$ cat config.mk
export PLATFORM = sky130hd
export DESIGN_NAME = tmr_chan_ctl
export DESIGN_NICKNAME = d
export VERILOG_FILES = /design/src/rtl/tmr_pkg.sv /design/src/rtl/tmr_prescale.sv /design/src/rtl/tmr_pin_edge.sv /design/src/rtl/tmr_clr_sel.sv /design/src/rtl/tmr_chan_ctl.sv
export SDC_FILE = /design/constraint.sdc
export NUM_CORES = 1
export LEC_CHECK = 0
export BUFFER_PORTS_ARGS = -buffer_cell sky130_fd_sc_hd__buf_2
export CORE_MARGIN = 8
export CORE_UTILIZATION = 55
export CTS_BUF_LIST = sky130_fd_sc_hd__clkbuf_8
export DETAILED_ROUTE_END_ITERATION = 16
export MAX_ROUTING_LAYER = met4
export PLACE_DENSITY = 0.85
export REMOVE_ABC_BUFFERS = 1
export SLEW_MARGIN = 20
export SYNTH_ARGS = -nofsm -noshare
export SYNTH_HDL_FRONTEND = slang
export SYNTH_SLANG_ARGS = --single-unit
$ cat constraint.sdc
create_clock -name clk -period 3.6 [get_ports clk]
set_input_delay 0.18 -clock clk [delete_from_list [all_inputs] [get_ports clk]]
set_output_delay 0.18 -clock clk [all_outputs]
set_load 0.02 [all_outputs]
$ cat src/rtl/tmr_pkg.sv
package tmr_pkg;

    localparam int CNT_W    = 16;
    localparam int NUM_PINS = 4;
    localparam int NUM_DIV  = 3;

    typedef struct packed {
        logic [2:0] clr_sel;
        logic [1:0] edge_sel;
        logic [2:0] src_sel;
    } ctl_t;

    typedef enum logic [1:0] {
        EDGE_RISE  = 2'b00,
        EDGE_FALL  = 2'b01,
        EDGE_BOTHA = 2'b10,
        EDGE_BOTHB = 2'b11
    } edge_e;

    function automatic logic edge_hit(input logic [1:0] sel, input logic rise, input logic fall);
        logic hit;
        unique case (edge_e'(sel))
            EDGE_RISE:  hit = rise;
            EDGE_FALL:  hit = fall;
            default:    hit = rise | fall;
        endcase
        return hit;
    endfunction

endpackage

$ cat src/rtl/tmr_prescale.sv
module tmr_prescale #(
    parameter int NUM_DIV = 3
) (
    input  logic               clk,
    input  logic               rst_n,
    output logic [NUM_DIV-1:0] rise_o,
    output logic [NUM_DIV-1:0] fall_o
);
    localparam int PRE_W = 2 * NUM_DIV;

    logic [PRE_W-1:0] pre_q;

    always_ff @(posedge clk) begin
        if (!rst_n) pre_q <= '0;
        else        pre_q <= pre_q + 1'b1;
    end

    // Tap i is bit 2*i+1: a square wave of period 4^(i+1).
    // The pulses mark the cycle in which that bit is about to change.
    for (genvar i = 0; i < NUM_DIV; i++) begin : g_tap
        localparam int B = 2 * i + 1;
        assign rise_o[i] = (&pre_q[B-1:0]) & ~pre_q[B];
        assign fall_o[i] = (&pre_q[B-1:0]) &  pre_q[B];
    end

endmodule

$ cat src/rtl/tmr_pin_edge.sv
module tmr_pin_edge #(
    parameter int SYNC_STAGES = 2
) (
    input  logic clk,
    input  logic rst_n,
    input  logic pin_i,
    output logic rise_o,
    output logic fall_o
);
    logic [SYNC_STAGES-1:0] sync_q;
    logic                   prev_q;

    always_ff @(posedge clk) begin
        if (!rst_n) begin
            sync_q <= '0;
            prev_q <= 1'b0;
        end else begin
            sync_q <= {sync_q[SYNC_STAGES-2:0], pin_i};
            prev_q <= sync_q[SYNC_STAGES-1];
        end
    end

    assign rise_o =  sync_q[SYNC_STAGES-1] & ~prev_q;
    assign fall_o = ~sync_q[SYNC_STAGES-1] &  prev_q;

endmodule

$ cat src/rtl/tmr_clr_sel.sv
module tmr_clr_sel (
    input  logic [2:0] clr_sel_i,
    input  logic [3:0] evt_i,
    input  logic       buf_c_i,
    input  logic       buf_d_i,
    input  logic       sync_clr_i,
    input  logic       sync_en_i,
    output logic       clr_o,
    output logic       own_clr_o
);
    always_comb begin
        own_clr_o = 1'b0;
        clr_o     = 1'b0;
        unique case (clr_sel_i)
            3'b001: own_clr_o = evt_i[0];
            3'b010: own_clr_o = evt_i[1];
            3'b101: own_clr_o = evt_i[2] & ~buf_c_i;
            3'b110: own_clr_o = evt_i[3] & ~buf_d_i;
            3'b011,
            3'b111: clr_o     = sync_clr_i & sync_en_i;
            default: begin
                own_clr_o = 1'b0;
                clr_o     = 1'b0;
            end
        endcase
        clr_o = clr_o | own_clr_o;
    end

endmodule

$ cat src/rtl/tmr_chan_ctl.sv
module tmr_chan_ctl
    import tmr_pkg::*;
#(
    parameter int SYNC_STAGES = 2
) (
    input  logic                clk,
    input  logic                rst_n,
    input  logic                ctl_wr_i,
    input  logic [7:0]          ctl_wdata_i,
    output logic [7:0]          ctl_q_o,
    input  logic [NUM_PINS-1:0] ext_clk_i,
    input  logic [3:0]          gr_evt_i,
    input  logic                buf_c_i,
    input  logic                buf_d_i,
    input  logic                sync_clr_i,
    input  logic                sync_en_i,
    output logic [CNT_W-1:0]    cnt_o,
    output logic                ovf_o,
    output logic                sync_clr_o
);
    ctl_t               ctl_q;
    logic [CNT_W-1:0]   cnt_q;
    logic               ovf_q;
    logic               sclr_q;
    logic [NUM_DIV-1:0] div_rise, div_fall;
    logic [NUM_PINS-1:0] pin_rise, pin_fall;
    logic               tick, clr, own_clr;

    tmr_prescale #(.NUM_DIV(NUM_DIV)) u_pre (
        .clk    (clk),
        .rst_n  (rst_n),
        .rise_o (div_rise),
        .fall_o (div_fall)
    );

    for (genvar p = 0; p < NUM_PINS; p++) begin : g_pin
        tmr_pin_edge #(.SYNC_STAGES(SYNC_STAGES)) u_edge (
            .clk    (clk),
            .rst_n  (rst_n),
            .pin_i  (ext_clk_i[p]),
            .rise_o (pin_rise[p]),
            .fall_o (pin_fall[p])
        );
    end

    tmr_clr_sel u_clr (
        .clr_sel_i  (ctl_q.clr_sel),
        .evt_i      (gr_evt_i),
        .buf_c_i    (buf_c_i),
        .buf_d_i    (buf_d_i),
        .sync_clr_i (sync_clr_i),
        .sync_en_i  (sync_en_i),
        .clr_o      (clr),
        .own_clr_o  (own_clr)
    );

    // Count source: undivided clock ignores the edge select.
    always_comb begin
        if (ctl_q.src_sel[2]) begin
            tick = edge_hit(ctl_q.edge_sel, pin_rise[ctl_q.src_sel[1:0]],
                            pin_fall[ctl_q.src_sel[1:0]]);
        end else if (ctl_q.src_sel[1:0] == 2'd0) begin
            tick = 1'b1;
        end else begin
            tick = edge_hit(ctl_q.edge_sel, div_rise[ctl_q.src_sel[1:0] - 2'd1],
                            div_fall[ctl_q.src_sel[1:0] - 2'd1]);
        end
    end

    always_ff @(posedge clk) begin
        if (!rst_n) begin
            ctl_q  <= '0;
            cnt_q  <= '0;
            ovf_q  <= 1'b0;
            sclr_q <= 1'b0;
        end else begin
            if (ctl_wr_i) ctl_q <= ctl_t'(ctl_wdata_i);
            if (clr)       cnt_q <= '0;
            else if (tick) cnt_q <= cnt_q + 1'b1;
            if (tick && !clr && (&cnt_q)) ovf_q <= 1'b1;
            else if (ctl_wr_i)            ovf_q <= 1'b0;
            sclr_q <= own_clr & sync_en_i;
        end
    end

    assign ctl_q_o    = ctl_q;
    assign cnt_o      = cnt_q;
    assign ovf_o      = ovf_q;
    assign sync_clr_o = sclr_q;

endmodule

==> flow_results.org <==
** Timing
- Setup repair after global routing left no endpoint under its margin.
- Final number of max-transition violations :: 0
- The number of endpoints with negative hold slack in the final report came to 0.
- Total negative slack for setup checks :: 0 ns
- Worst slew pin tran :: 0.721 ns
- Static timing analysis puts the maximum clock frequency at 0.409 GHz.
- Setup slack on the critical path of the routed design comes to approximately 1.2 ns.
- On the final layout, the worst clock skew is between 0.008 and 0.009 ns.
- Final number of setup-violating endpoints :: 0
- In this run the tightest slew margin relative to its limit is 0.516.
- Dividing the final minimum period by the clock period gives 0.679.
- Final worst path period need :: approximately 2.4 ns

** Routing
- In the final routed layout, each cell accounts on average for 13.5 um.
- The first routing iteration left roughly 110 violations.
- For this run, the detailed router's first-pass iteration total came to 4.
- After detailed routing, the number of vias per cell comes to around 5.6.
- DRC violation count after routing :: 0
- Number of vias in the routed layout :: ~1700
- The count of nets left with antenna violations once routing finished came out at 0.
- The final layout contains routed wiring with a total length of around 4200 um.

** Clocking
- CTS H-Tree Depth :: 2
- Post-CTS sizing :: 0
- The longest clock path from root to sink contains 2 buffers.
- Hold-fix buffers, CTS :: 0
- Number of buffers inserted during clock tree synthesis :: 5
- The tree is rooted in a sky130_fd_sc_hd__clkbuf_8.
- Clock tree from TritonCTS :: yes
- Counting every sink on the clock net gives between 40 and 50.
- After clock tree synthesis, the clock-pin slew on the worst setup and hold paths is 0.08 ns.
- Number of buffers added for setup after CTS :: 0
- At the later pin of the worst-skew pair, clock insertion delay measures about 0.29 ns.

** Logic synthesis
- Share of synthesized registers carrying an async set or reset :: 0
- Averaged over all synthesized cells, the footprint is about 9.5 um2.
- Library cells used by synthesis :: 38
- Synthesis inferred between 40 and 50 register bits.
- Post-Synthesis Cell Area :: roughly 0.0021 mm2
- Number of synthesized flops with an enable pin :: 0
- The most used flip-flop cell after synthesis is sky130_fd_sc_hd__dfxtp_1.
- Share of the yosys chip area belonging to registers :: 0.420
- During synthesis, Yosys emitted a total of 0 warnings.
- The cell count after synthesis came out at 220.

** Layout
- Final-layout fill cell count :: 311
- In the final layout, the share of cells above drive strength 1 is 0.234.
- Compared with the post-synthesis result, the final layout area differs by 17.1%.
- The net count of the finished layout is slightly below 300.
- Area of combinational cells with multiple inputs :: about 0.0011 mm2
- Area of all sequential standard cells :: approximately 880 um2
- 0 antenna diodes ended up in the layout.

** Placement
- Once detailed placement completed, the half-perimeter wirelength came to 3200 um.
- At the end of routability-driven placement, the weighted congestion stood at roughly 0.8.
- At the placement stage, the worst setup path has a slack of approximately 1.2 ns.
- Input and output buffers added on the ports amount to between 40 and 50.

** Floorplan
- Cell Rows :: 22
- Initial core utilization :: 0.573
- The core region is 0.00366 mm2.
- Vertical extent of the die :: between 70 and 80 um
- Number of placed I/O pins :: 49
- Area of the die :: between 0.006 and 0.007 mm2
- Width of the die :: 77.8 um

** Status
- The flow ran to the end, and the final reports show no timing, DRC or antenna violations.

** Setup path
- Family with the most delay on the worst path :: simple AND/OR/NAND/NOR gates
- The number of buffers and inverters on the critical path is 1.
- The signal on the critical path passes through inv_1 -> ha_1 -> and3b_1 -> o21ai_0 -> and4_1 -> or4_1 -> a21oi_1.
- Startpoint types :: register
- On the worst path, the slowest cell contributes a delay of around 0.55 ns.
- Data on the critical path arrives at its endpoint at between 2 and 3 ns.
- Slowest stage cell, crit path :: sky130_fd_sc_hd__or4_1
- The setup path with the least slack is of type reg -> reg.
- STA classifies the critical path endpoint as a register.
- Data on the critical path is required at its endpoint by 3.82 ns.
- Crit Path Max Fanout :: 26

** Global routing
- Remaining Overflow, GRT :: 0
- The via count of the first global-routing pass came to about 1700.
- Entering global routing, the biggest net connects 30 pins.
- In the global route stage, overall resource usage came out at 0.145.
- Number of antenna violations at the first check in global routing :: 0
- First-pass GRT wire length :: about 7300 um

** Power and ir drop
- For this design the ratio of total power to cell area is ~400 mW/mm2.
- VDD sags by at most 0.339 mV.
- The analysis attributes to cell leakage a power of 1.04 nW.

** Flow run
- Max-cap violations in this run came to 0.

** Min path
- Worst hold path class :: in -> reg
[cells in the final DEF, fill, tap and decap left out, types with 2 or more instances in the layout]
| master | count |
|---|---|
| sky130_fd_sc_hd__or3_1 | 5 |
| sky130_fd_sc_hd__o31ai_1 | 10 |
| sky130_fd_sc_hd__nor2b_1 | 12 |
| sky130_fd_sc_hd__nand4_1 | 6 |
| sky130_fd_sc_hd__mux2i_1 | 11 |
| sky130_fd_sc_hd__mux4_2 | 2 |
| sky130_fd_sc_hd__or4_1 | 10 |
| sky130_fd_sc_hd__or2_2 | 2 |
| sky130_fd_sc_hd__a21oi_1 | 12 |
| sky130_fd_sc_hd__nor2_1 | 5 |
| sky130_fd_sc_hd__ha_1 | 9 |
| sky130_fd_sc_hd__xnor2_1 | 4 |
| sky130_fd_sc_hd__nand3_1 | 8 |
| sky130_fd_sc_hd__or2b_1 | 2 |
| sky130_fd_sc_hd__and4_1 | 3 |
| sky130_fd_sc_hd__and3b_1 | 2 |
| sky130_fd_sc_hd__nand3b_1 | 3 |
| sky130_fd_sc_hd__and3_1 | 3 |
| sky130_fd_sc_hd__nand2b_1 | 6 |
| sky130_fd_sc_hd__buf_2 | 48 |
| sky130_fd_sc_hd__nand2_1 | 11 |
| sky130_fd_sc_hd__clkbuf_8 | 5 |
| sky130_fd_sc_hd__dfxtp_1 | 44 |
| sky130_fd_sc_hd__o21ai_0 | 4 |
| sky130_fd_sc_hd__and2_1 | 19 |
| sky130_fd_sc_hd__inv_1 | 5 |
[sequential cells by signal, indices dropped and copies added (netlist names)]
register / cells
ctl_q_o: 8
g_pin.u_edge.sync_q: 8
g_pin.u_edge.prev_q: 4
sync_clr_o: 1
cnt_o: 16
u_pre.pre_q: 6
ovf_o: 1
[per-layer routing]
metal  GRT usage  part of all wire  vias up
met3      0.0426             0.047        3
met4      0.0453            0.0050        0
met2       0.251              0.50       33
li1            -                 -      887
met5           -                 0        -
met1       0.157              0.45      815
[Yosys cell counts (4+ instances only)]
master                     number  share of area
sky130_fd_sc_hd__a21oi_1       12          0.029
sky130_fd_sc_hd__and2_1        19          0.057
sky130_fd_sc_hd__clkbuf_1       7          0.013
sky130_fd_sc_hd__dfxtp_1       44           0.42
sky130_fd_sc_hd__ha_1           9          0.054
sky130_fd_sc_hd__inv_1          5         0.0089
sky130_fd_sc_hd__mux2i_1       11          0.052
sky130_fd_sc_hd__nand2_1       11          0.020
sky130_fd_sc_hd__nand2b_1       6          0.018
sky130_fd_sc_hd__nand3_1        8          0.019
sky130_fd_sc_hd__nand4_1        6          0.018
sky130_fd_sc_hd__nor2_1         5         0.0089
sky130_fd_sc_hd__nor2b_1       12          0.036
sky130_fd_sc_hd__o21ai_0        4         0.0095
sky130_fd_sc_hd__o31ai_1       10          0.036
sky130_fd_sc_hd__or3_1          5          0.015
sky130_fd_sc_hd__or4_1         10          0.036
sky130_fd_sc_hd__xnor2_1        4          0.017
[cell families after synthesis]
| family | after synthesis | share of synthesized area |
|---|---|---|
| simple gates | 99 | 0.287 |
| xor+xnor | 4 | 0.0167 |
| mux | 13 | 0.0739 |
| fa+ha+maj | 9 | 0.0536 |
| flops | 44 | 0.420 |
| buf+inv | 16 | 0.0340 |
| compound gates | 35 | 0.116 |
[where the power goes]
part	internal, mW	switching [mW]	total [mW]	leakage (nW)
Clock	0.205	0.165	0.370	0.0541
Sequential	0.504	0.0162	0.520	0.359
Combinational	0.0462	0.0603	0.106	0.625
Total	0.755	0.241	0.997	1.04
[worst reg2reg max path, cell delays in order (launching register included)]
cell and delay, ns:
sky130_fd_sc_hd__dfxtp_1 0.42, sky130_fd_sc_hd__inv_1 0.13, sky130_fd_sc_hd__ha_1 0.33, sky130_fd_sc_hd__and3b_1 0.23
sky130_fd_sc_hd__o21ai_0 0.11, sky130_fd_sc_hd__and4_1 0.43, sky130_fd_sc_hd__or4_1 0.55, sky130_fd_sc_hd__a21oi_1 0.17
[metrics by stage]
step                 util  instance area, um2  total power [mW]  instances  hold slack (ns)
floorplan               -                2050             0.597        209            0.302
global route        0.672                2460              1.04        313           0.0756
CTS                 0.672                2460              1.01        313           0.0808
global placement    0.641                2350             0.635        305            0.388
finish              0.672                2460             0.997        313           0.0890
detailed placement  0.641                2350             0.639        305            0.390
[final cells by class]
| class | count | share of cell area |
|---|---|---|
| clock inverters | 3 | 0.0173 |
| well taps | 48 | 0.0244 |
| inverters | 5 | 0.00763 |
| clock buffers | 5 | 0.0280 |
| multi-input cells | 160 | 0.467 |
| repair buffers | 48 | 0.0977 |
| flip-flops and latches | 44 | 0.358 |
[path summary, 6_finish.rpt]
| check | slack [ns] | to | from | cells past startpoint |
|---|---|---|---|---|
| worst max register to register | 1.16 | cnt_o[4] | ctl_q_o[0] | 7 |
| worst min register to register | 0.44 | g_pin[0].u_edge.sync_q[1] | g_pin[0].u_edge.sync_q[0] | 1 |
| worst min-delay path | 0.09 | g_pin[2].u_edge.sync_q[0] | ext_clk_i[2] | 2 |
| worst max-delay path | 1.16 | cnt_o[4] | ctl_q_o[0] | 7 |
No activity file was read; power rests on OpenSTA's default activity.
